[config.mk]
export PLATFORM = sky130hd
export DESIGN_NAME = vbus_regif
export DESIGN_NICKNAME = d
export VERILOG_FILES = /design/src/rtl/vbus_regif.sv
export SDC_FILE = /design/constraint.sdc
export NUM_CORES = 1
export LEC_CHECK = 0
export ABC_CLOCK_PERIOD_IN_PS = 5900
export CORE_ASPECT_RATIO = 1.4
export CORE_MARGIN = 2
export CORE_UTILIZATION = 36
export DETAILED_ROUTE_END_ITERATION = 10
export PLACE_DENSITY = 0.67
export RECOVER_POWER = 50
export SETUP_SLACK_MARGIN = 0.15
export SLEW_MARGIN = 5
export SYNTH_ARGS = -nofsm -noshare
export SYNTH_HDL_FRONTEND = slang
export SYNTH_SLANG_ARGS = --single-unit
[constraint.sdc]
create_clock -name clk -period 5.9 [get_ports clk]
set_input_delay 1.77 -clock clk [delete_from_list [all_inputs] [get_ports clk]]
set_output_delay 1.77 -clock clk [all_outputs]
set_load 0.005 [all_outputs]
[src/rtl/vbus_regif.sv]
module vbus_regif #(
  parameter int AW      = 14,
  parameter int CLR_LEN = 16
) (
  input  logic          clk,
  input  logic          rst_n,
  input  logic          phi2,
  input  logic          rw,
  input  logic [15:0]   addr_in,
  input  logic [7:0]    wdata,
  output logic [7:0]    rdata,
  output logic          addr_oe,
  output logic [AW-1:0] addr_out,
  input  logic [AW-1:0] fetch_addr,
  input  logic [7:0]    beam_h,
  input  logic [7:0]    beam_v,
  input  logic          frame_start,
  input  logic          pen_n,
  input  logic [7:0]    pad_x,
  input  logic [7:0]    pad_y,
  output logic [127:0]  ctrl_regs
);
  localparam int CW = $clog2(CLR_LEN + 1);

  logic       sel, unused_a15;
  logic [3:0] idx;
  logic [7:0] view [16];
  logic [7:0] pen_h, pen_v;
  logic       s1, s2, s3, pen_done, fall;
  logic [CW-1:0] low_cnt;

  assign unused_a15 = addr_in[15];
  assign sel  = (addr_in[14:4] == 11'h100);
  assign idx  = addr_in[3:0];

  assign addr_oe  = ~phi2;
  assign addr_out = phi2 ? '0 : fetch_addr;
  assign rdata    = (phi2 && sel && rw) ? view[idx] : 8'h00;

  for (genvar i = 0; i < 16; i++) begin : g_reg
    if (i == 6) begin : g_ph
      assign view[i] = pen_h;
    end else if (i == 7) begin : g_pv
      assign view[i] = pen_v;
    end else if (i == 8) begin : g_px
      assign view[i] = pad_x;
    end else if (i == 9) begin : g_py
      assign view[i] = pad_y;
    end else begin : g_rw
      logic [7:0] q;
      always_ff @(posedge clk or negedge rst_n)
        if (!rst_n) q <= '0;
        else if (phi2 && sel && !rw && idx == 4'(i)) q <= wdata;
      assign view[i] = q;
    end
    assign ctrl_regs[8*i +: 8] = view[i];
  end

  assign fall = s3 & ~s2;

  always_ff @(posedge clk or negedge rst_n) begin
    if (!rst_n) begin
      s1 <= 1'b1; s2 <= 1'b1; s3 <= 1'b1;
      pen_done <= 1'b0;
      pen_h <= '0; pen_v <= '0;
      low_cnt <= '0;
    end else begin
      s1 <= pen_n; s2 <= s1; s3 <= s2;
      if (frame_start) pen_done <= 1'b0;
      if (fall && (!pen_done || frame_start)) begin
        pen_h <= beam_h;
        pen_v <= beam_v;
        pen_done <= 1'b1;
      end
      if (s2) low_cnt <= '0;
      else if (low_cnt != CW'(CLR_LEN)) low_cnt <= low_cnt + 1'b1;
      if (!s2 && low_cnt == CW'(CLR_LEN - 1)) begin
        pen_h <= '0;
        pen_v <= '0;
      end
    end
  end
endmodule

==> impl_metrics.env <==
export IMPL_synth_nets=515
export IMPL_routed_via_density=5.33
export IMPL_hold_violations=0
export IMPL_fill_cells=1430
export IMPL_worst_slack_ps=221
export IMPL_fin_tns_setup_ps=0
export IMPL_yosys_warnings=0
export IMPL_cts_tree="done"
export IMPL_placementRows=56
export IMPL_synthToLayoutAreaGrowth_pct=48.8
export IMPL_drt_initial_drc_count=184
export IMPL_dp_hpwl_um=14200
export IMPL_clockBufferDepth=2
export IMPL_yosysSeqAreaShare=0.491
export IMPL_cp_data_arrival_time_ps=3910
export IMPL_synthesis_area_um2=6180
export IMPL_yosys_top_cells_count="118 x dfrtp_1, 87 x mux2_2, 23 x mux2i_1"
export IMPL_synth_area_leaders="dfrtp_1 48%, mux2_2 16%, mux4_2 6.9%"
export IMPL_max_freq_ghz=0.176
export IMPL_yosysMostFrequentCell="dfrtp_1"
export IMPL_postCtsSetupRepairBufs=0
export IMPL_syn_avg_cell_area_um2=14.2
export IMPL_insertion_delay_ps=410
export IMPL_crit_buf_inv=3
export IMPL_synth_edff_count=0
export IMPL_grt_antenna_before_repair=1
export IMPL_drc=0
export IMPL_multi_input_area_um2=2890
export IMPL_finalInstanceArea_um2=9190
export IMPL_wl_per_cell_um=21.8
export IMPL_numCtsBuffers=17
export IMPL_cp_end_kind="primary output"
export IMPL_die_x_um=115
export IMPL_num_io_pins=227
export IMPL_drt_total_wl_um=18900
export IMPL_power_density_nw_per_um2=237
export IMPL_slowest_stage="clkdlybuf4s50_1"
export IMPL_async_flop_share=1.00
export IMPL_critPathMaxFanout=4
export IMPL_die_area_um2=18200
export IMPL_setup_violations=0
export IMPL_slowest_delay_ps=570
export IMPL_skew_ps=7.93
export IMPL_worstHoldPathCells=0
export IMPL_crit_cells=6
export IMPL_critical_path_class="in2out"
export IMPL_grt_overflow_total=0
export IMPL_core_um2=16800
export IMPL_path_cells="clkdlybuf4s50_1 -> buf_4 -> mux4_2 -> a211oi_1 -> a211oi_1 -> clkdlybuf4s50_1"
export IMPL_yosys_register_bits=121
export IMPL_grt_max_degree=81
export IMPL_post_place_cells=832
export IMPL_hp_class="reg2reg"
export IMPL_leakagePower_nw=4.16
export IMPL_place_ws_ps=150
export IMPL_synth_area_leader_cell="dfrtp_1"
export IMPL_clockRootBuffer="clkbuf_16"
export IMPL_final_cells=865
export IMPL_period_share=0.963
export IMPL_place_congestion=0.812
export IMPL_failed_checks="capacitance limit, slew limit"
export IMPL_required_ps=4130
export IMPL_num_vias=4612
export IMPL_grtUsageTotal=0.214
export IMPL_grt_pass1_wl_um=29500
export IMPL_slew_headroom=-0.492
export IMPL_clk_pin_slew_ps=50
export IMPL_outcome="complete, but fails checks"
export IMPL_fp_dieH_um=159
export IMPL_synth_top_area_frac=0.478
export IMPL_startpoint_type="input port"
export IMPL_min_period_ps=5680
export IMPL_vdd_drop_max_mv=0.152
export IMPL_p_total_mw=2.18
export IMPL_portBuffers=225
export IMPL_grt_pass1_vias=5064
export IMPL_postRouteAntennaNets=0
export IMPL_reg2reg_depth=6
export IMPL_drt_pass1_iterations=4
export IMPL_design_final_nets=727
export IMPL_regArea_um2=3030
export IMPL_drv_cap=2
export IMPL_grt_setup_unrepaired="false"
export IMPL_synth_cells=436
export IMPL_synth_flop_cell="dfrtp_1"
export IMPL_slew_violations=124
export IMPL_synth_cell_types=40
export IMPL_start_util=0.367
export IMPL_cts_num_sinks=121
export IMPL_worst_slew_pin_transition_ps=2240
export IMPL_htree_levels=4
export IMPL_drive_gt1_frac=0.278
export IMPL_placed_area_um2=8560
export IMPL_crit_family="buffers and inverters"
==> logic make-up (layout without fill, tap and decap cells) <==
group,after synthesis,in the layout,share of synthesized area
mux,142,142,0.294
flops,121,121,0.491
simple gates,72,72,0.107
buf+inv,51,276,0.0446
compound gates,44,44,0.0533
fa+ha+maj,3,3,0.00608
xor+xnor,3,3,0.00425
other cells,0,1,0
==> final timing paths <==
path | start | to | slack, ps
max reg2reg | low_cnt[1] | pen_h[2] | 3640
min | s1 | s2 | 360
max | addr_in[2] | rdata[4] | 220
max in group asynchronous | rst_n | g_reg[1].g_rw.q[5] | 1030
min reg2reg | s1 | s2 | 360
min in group asynchronous | rst_n | pen_v[7] | 1910
==> sequential cells by signal, indices dropped and copies added, names as in the netlist <==
| name | cells |
|---|---|
| g.g_rw.q | 96 |
| pen_h | 8 |
| pen_v | 8 |
| low_cnt | 5 |
| pen_done | 1 |
| s1 | 1 |
| s2 | 1 |
| s3 | 1 |
==> worst register-to-register path, cell delays in order, from the launching register on <==
cell     delay, ps
dfrtp_1        410
ha_1           230
and3_1         160
ha_1           200
a21oi_1        130
or2_0          790
a22o_1         280
==> metal layers <==
metal / track usage / vias to the layer above / wire length, um
li1: - / 2039 / -
met4: 0.0887 / 0 / 588
met3: 0.0491 / 33 / 960
met2: 0.383 / 146 / 10300
met5: 0 / - / 0
met1: 0.240 / 2394 / 7040
==> through the flow <==
step / utilization / hold slack, ps
finish: 0.547 / 359
global route: 0.547 / 364
CTS: 0.546 / 356
detailed placement: 0.509 / 348
global placement: 0.509 / 346
floorplan: - / 345
==> cell usage in the layout, fill, tap and decap left out, types with 4 or more instances in the layout <==
master / count
nor4_4: 13
mux2_1: 5
dlygate4sd3_1: 52
mux2_2: 87
a211oi_1: 6
dfrtp_1: 118
clkdlybuf4s50_1: 171
buf_4: 9
mux2i_1: 23
nand2b_1: 4
a22o_1: 16
nor3_1: 5
o22ai_1: 7
nand2_1: 7
nor2_1: 4
a22oi_1: 10
clkbuf_16: 17
mux2_4: 8
nor2b_1: 18
clkinv_4: 5
mux4_2: 19
inv_1: 6
==> power by group <==
group | leakage [nW] | switching (mW) | internal (mW)
logic | 2.22 | 0.106 | 0.141
clock network | 0.290 | 0.386 | 0.678
registers | 1.65 | 0.0184 | 0.852
total | 4.16 | 0.511 | 1.67
==> what timing repair did <==
action | 4_1_cts | 5_1_grt
hold buffers | 0 | 0
gates resized for setup | 1 | 3
endpoints found under the setup margin | 1 | 5
==> final cells by class <==
cell class,instances,area share
Antenna cell,1,0.000272
Clock buffer,19,0.0482
Clock inverter,13,0.0185
Inverter,6,0.00245
Multi-Input combinational cell,264,0.315
Sequential cell,121,0.330
Tap cell,203,0.0276
Timing Repair Buffer,238,0.258
(Power assumes the default switching activity.)
